==> src/rtl/ddr_init_pkg.sv <==
package ddr_init_pkg;
  localparam int CMD_W   = 6;
  localparam int MODE_W  = 13;
  localparam int IDX_W   = 4;
  localparam int REF_W   = 15;
  localparam int REF_EN  = 14;
  localparam int REF_IW  = 10;

  localparam logic [CMD_W-1:0] C_MRS  = 6'b000001;
  localparam logic [CMD_W-1:0] C_EMR  = 6'b000010;
  localparam logic [CMD_W-1:0] C_AREF = 6'b000100;
  localparam logic [CMD_W-1:0] C_PALL = 6'b001000;
  localparam logic [CMD_W-1:0] C_EMR2 = 6'b010000;
  localparam logic [CMD_W-1:0] C_EMR3 = 6'b100000;

  typedef enum logic [1:0] {ST_IDLE, ST_ISSUE, ST_WAIT, ST_DONE} seq_state_t;

  typedef struct packed {
    logic [CMD_W-1:0]  cmd;
    logic [MODE_W-1:0] mode;
    logic              dll_rst;
  } step_t;

  function automatic step_t mk(input logic [CMD_W-1:0] c, input logic [MODE_W-1:0] m,
                               input logic d);
    step_t s;
    s.cmd = c; s.mode = m; s.dll_rst = d;
    return s;
  endfunction

  // DDR2 script, eleven entries
  function automatic step_t ddr2_step(input logic [IDX_W-1:0] idx);
    case (idx)
      4'd0:    return mk(C_PALL, 13'h000, 1'b0);
      4'd1:    return mk(C_EMR2, 13'h000, 1'b0);
      4'd2:    return mk(C_EMR3, 13'h000, 1'b0);
      4'd3:    return mk(C_EMR,  13'h000, 1'b0);
      4'd4:    return mk(C_MRS,  13'h100, 1'b1);
      4'd5:    return mk(C_PALL, 13'h000, 1'b0);
      4'd6:    return mk(C_AREF, 13'h000, 1'b0);
      4'd7:    return mk(C_AREF, 13'h000, 1'b0);
      4'd8:    return mk(C_MRS,  13'hA33, 1'b0);
      4'd9:    return mk(C_EMR,  13'h382, 1'b0);
      4'd10:   return mk(C_EMR,  13'h402, 1'b0);
      default: return mk('0, '0, 1'b0);
    endcase
  endfunction

  // DDR1 script, five entries
  function automatic step_t ddr1_step(input logic [IDX_W-1:0] idx);
    case (idx)
      4'd0:    return mk(C_PALL, 13'h000, 1'b0);
      4'd1:    return mk(C_MRS,  13'h133, 1'b1);
      4'd2:    return mk(C_EMR,  13'h002, 1'b0);
      4'd3:    return mk(C_PALL, 13'h000, 1'b0);
      4'd4:    return mk(C_MRS,  13'h033, 1'b0);
      default: return mk('0, '0, 1'b0);
    endcase
  endfunction

  function automatic logic [IDX_W-1:0] script_last(input logic ddr2);
    return ddr2 ? 4'd10 : 4'd4;
  endfunction

  function automatic logic [REF_W-1:0] refresh_word(input logic ref40, input int lo,
                                                   input int hi);
    logic [REF_W-1:0] w;
    w = '0;
    w[REF_EN] = 1'b1;
    w[REF_IW-1:0] = ref40 ? hi[REF_IW-1:0] : lo[REF_IW-1:0];
    return w;
  endfunction
endpackage

==> src/rtl/ddr_init_script.sv <==
module ddr_init_script
  import ddr_init_pkg::*;
(
  input  logic             sel_ddr2,
  input  logic [IDX_W-1:0] idx,
  output step_t            entry,
  output logic             is_last
);
  always_comb begin
    entry   = sel_ddr2 ? ddr2_step(idx) : ddr1_step(idx);
    is_last = (idx == script_last(sel_ddr2));
  end
endmodule

==> src/rtl/ddr_gap_timer.sv <==
module ddr_gap_timer #(
  parameter int GAP_CYC     = 4,   // must be >= 2
  parameter int DLL_GAP_CYC = 10   // must be >= 2
) (
  input  logic clk,
  input  logic rst_n,
  input  logic load,
  input  logic long_gap,
  output logic expire
);
  localparam int MAX_GAP = (DLL_GAP_CYC > GAP_CYC) ? DLL_GAP_CYC : GAP_CYC;
  localparam int CNT_W   = $clog2(MAX_GAP + 1);

  logic [CNT_W-1:0] cnt;

  always_ff @(posedge clk or negedge rst_n) begin
    if (!rst_n)             cnt <= '0;
    else if (load)          cnt <= long_gap ? CNT_W'(DLL_GAP_CYC - 2) : CNT_W'(GAP_CYC - 2);
    else if (cnt != '0)     cnt <= cnt - 1'b1;
  end

  assign expire = (cnt == '0);
endmodule

==> src/rtl/ddr_post_cfg.sv <==
module ddr_post_cfg
  import ddr_init_pkg::*;
#(
  parameter int LANES    = 2,
  parameter int TAP_W    = 8,
  parameter int TAP_BASE = 8,
  parameter int REF_LO   = 390,
  parameter int REF_HI   = 624
) (
  input  logic                        clk,
  input  logic                        rst_n,
  input  logic                        set,
  input  logic                        ref40,
  output logic [REF_W-1:0]            refresh_cfg,
  output logic [LANES-1:0][TAP_W-1:0] taps
);
  always_ff @(posedge clk or negedge rst_n) begin
    if (!rst_n)   refresh_cfg <= '0;
    else if (set) refresh_cfg <= refresh_word(ref40, REF_LO, REF_HI);
  end

  for (genvar g = 0; g < LANES; g++) begin : g_lane
    always_ff @(posedge clk or negedge rst_n) begin
      if (!rst_n)   taps[g] <= '0;
      else if (set) taps[g] <= TAP_W'(TAP_BASE + g);
    end
  end
endmodule

==> src/rtl/ddr_init_seq.sv <==
module ddr_init_seq
  import ddr_init_pkg::*;
#(
  parameter int GAP_CYC     = 4,
  parameter int DLL_GAP_CYC = 10,
  parameter int TAP_W       = 8,
  parameter int TAP_BASE    = 8,
  parameter int REF_LO      = 390,
  parameter int REF_HI      = 624
) (
  input  logic              clk,
  input  logic              rst_n,
  input  logic              start_i,
  input  logic              strap_ddr2_i,
  input  logic              strap_ref40_i,
  output logic [CMD_W-1:0]  cmd_o,
  output logic [MODE_W-1:0] mode_o,
  output logic              busy_o,
  output logic              done_o,
  output logic [REF_W-1:0]  refresh_cfg_o,
  output logic [TAP_W-1:0]  tap0_o,
  output logic [TAP_W-1:0]  tap1_o
);
  localparam int LANES = 2;

  seq_state_t       state;
  logic [IDX_W-1:0] idx;
  logic             sel_ddr2, sel_ref40;
  step_t            entry;
  logic             is_last, expire;
  logic             accept, step_adv, seq_finish, issuing;
  logic [LANES-1:0][TAP_W-1:0] taps;

  // named events used by the checker
  assign accept     = (state == ST_IDLE) && start_i;
  assign issuing    = (state == ST_ISSUE);
  assign step_adv   = (state == ST_WAIT) && expire && !is_last;
  assign seq_finish = (state == ST_WAIT) && expire && is_last;

  ddr_init_script u_script (
    .sel_ddr2 (sel_ddr2),
    .idx      (idx),
    .entry    (entry),
    .is_last  (is_last)
  );

  ddr_gap_timer #(.GAP_CYC(GAP_CYC), .DLL_GAP_CYC(DLL_GAP_CYC)) u_timer (
    .clk      (clk),
    .rst_n    (rst_n),
    .load     (issuing),
    .long_gap (entry.dll_rst),
    .expire   (expire)
  );

  ddr_post_cfg #(.LANES(LANES), .TAP_W(TAP_W), .TAP_BASE(TAP_BASE),
                 .REF_LO(REF_LO), .REF_HI(REF_HI)) u_post (
    .clk         (clk),
    .rst_n       (rst_n),
    .set         (seq_finish),
    .ref40       (sel_ref40),
    .refresh_cfg (refresh_cfg_o),
    .taps        (taps)
  );

  always_ff @(posedge clk or negedge rst_n) begin
    if (!rst_n) begin
      state     <= ST_IDLE;
      idx       <= '0;
      sel_ddr2  <= 1'b0;
      sel_ref40 <= 1'b0;
    end else begin
      unique case (state)
        ST_IDLE: if (accept) begin
          sel_ddr2  <= strap_ddr2_i;
          sel_ref40 <= strap_ref40_i;
          idx       <= '0;
          state     <= ST_ISSUE;
        end
        ST_ISSUE: state <= ST_WAIT;
        ST_WAIT: begin
          if (seq_finish) state <= ST_DONE;
          else if (step_adv) begin
            idx   <= idx + 1'b1;
            state <= ST_ISSUE;
          end
        end
        ST_DONE: state <= ST_DONE;
        default: state <= ST_IDLE;
      endcase
    end
  end

  assign cmd_o  = issuing ? entry.cmd  : '0;
  assign mode_o = issuing ? entry.mode : '0;
  assign busy_o = (state == ST_ISSUE) || (state == ST_WAIT);
  assign done_o = (state == ST_DONE);
  assign tap0_o = taps[0];
  assign tap1_o = taps[1];
endmodule

==> config.mk <==
export PLATFORM = sky130hd
export DESIGN_NAME = ddr_init_seq
export DESIGN_NICKNAME = d
export VERILOG_FILES = /design/src/rtl/ddr_init_pkg.sv /design/src/rtl/ddr_init_script.sv /design/src/rtl/ddr_gap_timer.sv /design/src/rtl/ddr_post_cfg.sv /design/src/rtl/ddr_init_seq.sv
export SDC_FILE = /design/constraint.sdc
export NUM_CORES = 1
export LEC_CHECK = 0
export BUFFER_PORTS_ARGS = -buffer_cell sky130_fd_sc_hd__buf_4
export CORE_MARGIN = 3
export CORE_UTILIZATION = 35
export DETAILED_ROUTE_END_ITERATION = 10
export HOLD_SLACK_MARGIN = 0.08
export PLACE_DENSITY = 0.61
export SLEW_MARGIN = 15
export SYNTH_ARGS = -nofsm -noshare
export SYNTH_HDL_FRONTEND = slang
export SYNTH_SLANG_ARGS = --single-unit
export TNS_END_PERCENT = 100
==> constraint.sdc <==
create_clock -name clk -period 1.7 [get_ports clk]
set_input_delay 0.085 -clock clk [delete_from_list [all_inputs] [get_ports clk]]
set_output_delay 0.085 -clock clk [all_outputs]
set_load 0.02 [all_outputs]
==> metrics.txt, run 1 <==
Worst Path Max Fanout=3; largest net degree at the start of global routing=16; Root Buffer=clkbuf_8; final setup vio count=7; area leader, netlist=dfrtp_1; Switch Pwr=0.177 mW; clock share of power=0.407; Congestion Overflow GR=0; sequential area share after synthesis=0.273; Crit-path slowest cell=or3_4; Inst Count DP=237; register share of total power=0.503; CP max stage delay=0.41 ns; Cell Chain, Critical Path=inv_2 > ha_4 > or3b_4 > or3_4 > mux2_4; Mapped Area=0.00138 mm²; number of global-route vias before repair=1068; Final Cycle Share=1.08; IO buf count=33; ys async rst share=1.00; vias per inst=4.58; DRC viols=0; Sw Share=0.249; Hold Vio Cnt, Final=0; HPWL after DPL=2330 µm; final wirelength=3080 µm; Initial DRC Count=28; Setup Crit Path Kind=reg2reg; startpoint type of the worst setup path=flop; post-synthesis sequential element count=15; Initial Util=0.370; worst reg2reg startpoint=u_timer.cnt[1]; fin crit period=1.83 ns; Int Power=0.534 mW; failing checks=negative setup slack; Synth top cells by count=buf_4 (36), dfrtp_1 (15), ha_1 (13), inv_1 (8), o21ai_0 (7); antenna violations before repair=0; GRT Overall Usage=0.133; Yosys Warn Count=0; global-route wire length before repair=4780 µm; GPL Wtd Cong=0.832; CTS buffer count=3; Final nets=221; area grow syn2layout=36.4%; fin cells=250; Ant. Diodes=0; Post-synth EDFFs=0; met1 wire length=1240 µm; max-slew violations=0; clock slew seen by the registers of the worst setup and hold paths=0.06 ns; Post-Syn Instances=152; Critical Path Start=u_timer.cnt[1]; Routed Antenna Nets=0; setup slack, reg-to-reg=-0.13 ns; H-tree Lvls=1; FF-to-FF End=u_post.refresh_cfg[9]; DP Worst Slack=-0.112 ns; core area=0.00372 mm²; Fmax achieved=0.546 GHz; setup_tns=-0.465 ns; Die Y=68.7 µm; RSZ-0062 raised after global routing=yes; CP Buf/Inv Count=1; most common flop cell mapped by yosys=dfrtp_1; mean post-synth cell area=9.05 µm²; WL met2=1700 µm; vias=1144; depth of the most critical reg-to-reg path=5; max_cap viols=0; Yosys top cell area share=0.273; Worst Clk Skew=0.00150 ns; Top Layer Used=met4; I/O Pins=57; fillers=342; WP depth=5; top cells by area, synth=dfrtp_1 (27%), buf_4 (20%), ha_1 (12%); Arr. time, crit path=1.97 ns; crit end category=flop; Final Util=0.505; Setup crit end=u_post.refresh_cfg[9]; worst setup margin=-0.133 ns; clock sink count=15; HP Class=in2async; met3 WL=131 µm; PD cells=379 mW/mm²; Pre-antenna DRT Iters=4; clk_lat worst skew=0.25 ns; wire per inst=12.3 µm; Combinational Power Share=0.091; most common cell in the netlist=buf_4; Req. time, crit path=1.83 ns; Die X=68.7 µm; num rows=22; outcome=finished, violations left; Lkg Pwr=0.918 nW; Longest Clk Path Bufs=2; library cells used by synthesis=40; share of cells above drive strength 1=0.450; Max VDD drop=239 µV; total power=0.710 mW; delay-heaviest family, CP=simple AND/OR/NAND/NOR gates; Die ar.=0.00472 mm²; TritonCTS clock tree=built
[layer usage]
layer  track usage  vias to the layer above
met4        0.0487                        0
met2         0.238                       29
met1         0.152                      548
li1              -                      564
met3        0.0340                        3
met5             0                        -
[sequential cells by signal (all words and copies together), names as in the netlist]
register            count
u_post.refresh_cfg      3
idx                     4
sel_ddr2                1
state                   2
u_timer.cnt             4
sel_ref40               1
[what timing repair did]
action / CTS / global route
hold buffers: 3 / 0
setup endpoints to repair: 14 / 16
setup buffers: 3 / 3
hold endpoints to repair: 17 / 0
gates resized for setup: 16 / 11
pin swaps: 2 / 6
[cells by family (layout without fill, tap and decap cells)]
group | count (synthesis) | after routing | synth area share
adder cells (fa/ha/maj) | 13 | 13 | 0.118
multiplexers | 7 | 7 | 0.0564
buffers and inverters | 48 | 76 | 0.235
flip-flops | 15 | 15 | 0.273
XOR/XNOR | 3 | 3 | 0.0191
other | 1 | 23 | 0.00272
AO/OA/AOI/OAI | 23 | 23 | 0.113
AND/OR/NAND/NOR | 42 | 42 | 0.184
[stage by stage]
stage               area [µm²]  hold WS, ns
finish                    1880        0.218
CTS                       1790        0.219
detailed placement        1650      -0.0479
floorplan                 1480       -0.211
global placement          1650      -0.0484
global route              1880        0.232
[layout by cell type (no fill, tap or decap), types with 2 or more instances in the layout]
master	netlist	final
dlygate4sd3_1	0	3
o31ai_1	2	2
nand3_1	3	3
inv_1	8	3
a21oi_2	2	2
ha_2	0	2
nor3_1	4	3
mux2_2	2	2
nor2b_1	3	2
a21oi_1	3	2
xnor2_1	3	3
buf_6	1	4
and2_1	2	2
nor3b_1	2	2
ha_4	0	4
clkbuf_8	0	3
buf_4	36	56
mux2i_1	4	4
inv_2	1	6
o21ai_1	0	3
dfrtp_1	15	14
nor4b_2	1	2
ha_1	13	7
and3_1	5	5
nand2b_1	4	4
o21ai_0	7	4
conb_1	1	23
nand2_1	5	5
nor2_1	6	6
[power groups by stage]
stage	registers, mW	logic [mW]	clock network [mW]
floorplan	0.364	0.0847	0
global placement	0.364	0.0583	0
detailed placement	0.364	0.0585	0
CTS	0.357	0.0641	0.296
global route	0.357	0.0713	0.315
finish	0.357	0.0645	0.289
[worst min path at each step]
stage	to	slack (ns)	cells after the start
after global placement	u_timer.cnt[2]	-0.05	1
after detailed placement	u_timer.cnt[2]	-0.05	1
after CTS	sel_ref40	0.22	3
final	u_timer.cnt[2]	0.22	2
after global routing	sel_ref40	0.23	3
after floorplan	idx[0]	-0.21	0
[final cells by class]
type                            count  area [µm²]  share of cell area
Clock buffer                        4        45.0              0.0240
Inverter                            9        33.8              0.0180
Multi-Input combinational cell    111         866               0.461
Sequential cell                    15         377               0.201
Tap cell                           48        60.1              0.0320
Timing Repair Buffer               63         495               0.264
No activity file was read; power rests on OpenSTA's default activity.
==> inputs of run 2 (changes only) <==
--- a/config.mk
+++ b/config.mk
@@ -6,11 +6,13 @@
 export NUM_CORES = 1
 export LEC_CHECK = 0
 export BUFFER_PORTS_ARGS = -buffer_cell sky130_fd_sc_hd__buf_4
+export CAP_MARGIN = 10
 export CORE_MARGIN = 3
 export CORE_UTILIZATION = 35
 export DETAILED_ROUTE_END_ITERATION = 10
 export HOLD_SLACK_MARGIN = 0.08
 export PLACE_DENSITY = 0.61
+export SETUP_SLACK_MARGIN = 0.4
 export SLEW_MARGIN = 15
 export SYNTH_ARGS = -nofsm -noshare
 export SYNTH_HDL_FRONTEND = slang
==> metrics.txt, run 2 (synthesis results as in run 1) <==
clk_lat worst skew=0.24 ns (was 0.25 ns); CTS buffer count=3 (unchanged); worst setup margin=-0.0966 ns (was -0.133 ns); Max VDD drop=361 µV (was 239 µV); HP Class=in2reg (was in2async); Worst Path Max Fanout=3 (unchanged); Die ar.=0.00472 mm² (unchanged); TritonCTS clock tree=built (unchanged); Initial DRC Count=43 (was 28); area grow syn2layout=60.5% (was 36.4%); IO buf count=33 (unchanged); commonest non-fill, non-tap cell in the layout=buf_4 (unchanged); I/O Pins=57 (unchanged); most frequent cells in the layout=buf_4 (47), conb_1 (23), buf_6 (20) (was buf_4 (56), conb_1 (23), dfrtp_1 (14)); Hold Startpoint=start_i; core area=0.00372 mm² (unchanged); GPL Wtd Cong=0.791 (was 0.832); post-route cell area=0.00221 mm² (was 0.00188 mm²); Final Cycle Share=1.06 (was 1.08); crit end category=flop (unchanged); setup_tns=-0.455 ns (was -0.465 ns); FF-to-FF End=u_post.refresh_cfg[9] (unchanged); fin crit period=1.80 ns (was 1.83 ns); vias per inst=4.57 (was 4.58); Fmax achieved=0.557 GHz (was 0.546 GHz); Ant. Diodes=0 (unchanged); fin cells=258 (was 250); vias=1179 (was 1144); Setup Crit Path Kind=reg2reg (unchanged); Hold Vio Cnt, Final=0 (unchanged); clock sink count=15 (unchanged); Crit-path slowest cell=or3_4 (unchanged); hold depth=3; Die Y=68.7 µm (unchanged); Hold Slack=0.203 ns (was 0.218 ns); max_cap viols=0 (unchanged); Arr. time, crit path=1.93 ns (was 1.97 ns); Worst Clk Skew=0.00144 ns (was 0.00150 ns); CP max stage delay=0.40 ns (was 0.41 ns); global-route wire length before repair=4980 µm (was 4780 µm); Worst Hold Endpoint=sel_ddr2; clock slew seen by the registers of the worst setup and hold paths=0.06 ns (about the same); final wirelength=3420 µm (was 3080 µm); num rows=22 (unchanged); startpoint type of the worst setup path=flop (unchanged); Die X=68.7 µm (unchanged); outcome=finished, violations left (unchanged); Lkg Pwr=1.02 nW (was 0.918 nW); RSZ-0062 raised after global routing=yes (unchanged); total power=0.710 mW (about the same); Root Buffer=clkbuf_8 (unchanged); CP Buf/Inv Count=1 (unchanged); PD cells=321 mW/mm² (was 379 mW/mm²); Pre-antenna DRT Iters=3 (was 4); depth of the most critical reg-to-reg path=5 (unchanged); Initial Util=0.370 (unchanged); Routed Antenna Nets=0 (unchanged); worst reg2reg startpoint=u_timer.cnt[1] (unchanged); Congestion Overflow GR=0 (unchanged); biggest regs=idx x4, u_timer.cnt x4, u_post.refresh_cfg x3 (unchanged); largest net degree at the start of global routing=17 (was 16); Inst Count DP=230 (was 237); antenna violations before repair=0 (unchanged); Req. time, crit path=1.83 ns (about the same); GRT Overall Usage=0.137 (was 0.133); Cell Area, Placed=0.00174 mm² (was 0.00165 mm²); final setup vio count=8 (was 7); Cell Chain, Critical Path=inv_2 > ha_4 > or3b_4 > or3_4 > mux2_4 (unchanged); DRC viols=0 (unchanged); HPWL after DPL=2350 µm (was 2330 µm); Longest Clk Path Bufs=2 (unchanged); max-slew violations=0 (unchanged); setup slack, reg-to-reg=-0.1 ns (was -0.13 ns); Final nets=229 (was 221); wire per inst=13.2 µm (was 12.3 µm); share of cells above drive strength 1=0.595 (was 0.450); delay-heaviest family, CP=simple AND/OR/NAND/NOR gates (unchanged); failing checks=negative setup slack (unchanged); number of global-route vias before repair=1112 (was 1068); H-tree Lvls=1 (unchanged)
-- run 2: cell count changes in the layout (fill, tap and decap cells not counted), sizes merged --
cell    delta
buf        +7
clkbuf     +1
-- run 2: power by group --
| part | switching (mW) | internal (mW) |
|---|---|---|
| clock network | 0.122 | 0.166 |
| registers | 0 | 0.357 |
| logic | 0.0549 | 0.0105 |
-- run 2: worst register-to-register path, cell delays in order, from the launching register on --
cell,delay [ns]
dfrtp_1,0.39
inv_2,0.08
ha_4,0.13
or3b_4,0.38
or3_4,0.40
mux2_4,0.30
-- run 2: worst max path at each step --
stage | startpoint | end | slack, ns | cells past startpoint
floorplan | u_timer.cnt[1] | u_post.refresh_cfg[9] | -0.07 | 5
global placement | u_timer.cnt[1] | u_post.refresh_cfg[9] | -0.07 | 5
detailed placement | u_timer.cnt[1] | u_post.refresh_cfg[9] | -0.11 | 5
CTS | idx[1] | cmd_o[1] | -0.11 | 7
global route | u_timer.cnt[1] | idx[2] | -0.19 | 7
finish | u_timer.cnt[1] | u_post.refresh_cfg[9] | -0.1 | 5
-- run 2: repair_timing --
| action | 4_1_cts | 5_1_grt |
|---|---|---|
| gates resized for setup | 25 | 27 |
| buffers inserted | 8 | 13 |
| endpoints found under the setup margin | 29 | 30 |
| hold buffers | 3 | 0 |
| endpoints found under the hold margin | 17 | 0 |
| gates cloned | 0 | 0 |
| pin swaps | 7 | 10 |
-- run 2: layout make-up --
class,count,area [µm²]
repair buffers,71,613
multi-input cells,111,1070
flip-flops and latches,15,379
well taps,48,60.1
fillers,335,1510
inverters,9,38.8
clock buffers,4,45.0
-- run 2: routing by layer --
metal  share of wire  wire (µm)  global-route usage  vias up
met3           0.040        137              0.0292        0
li1                -          -                   -      582
met2            0.56       1910               0.251       24
met4               0          0              0.0146        0
met1            0.40       1370               0.169      573
met5               0          0                   0        -
-- run 2: through the flow --
step	setup slack, ns	util
3_3_place_gp	-0.0681	0.469
6_report	-0.0966	0.594
2_1_floorplan	-0.0707	-
3_5_place_dp	-0.108	0.469
5_1_grt	-0.186	0.594
4_1_cts	-0.107	0.533
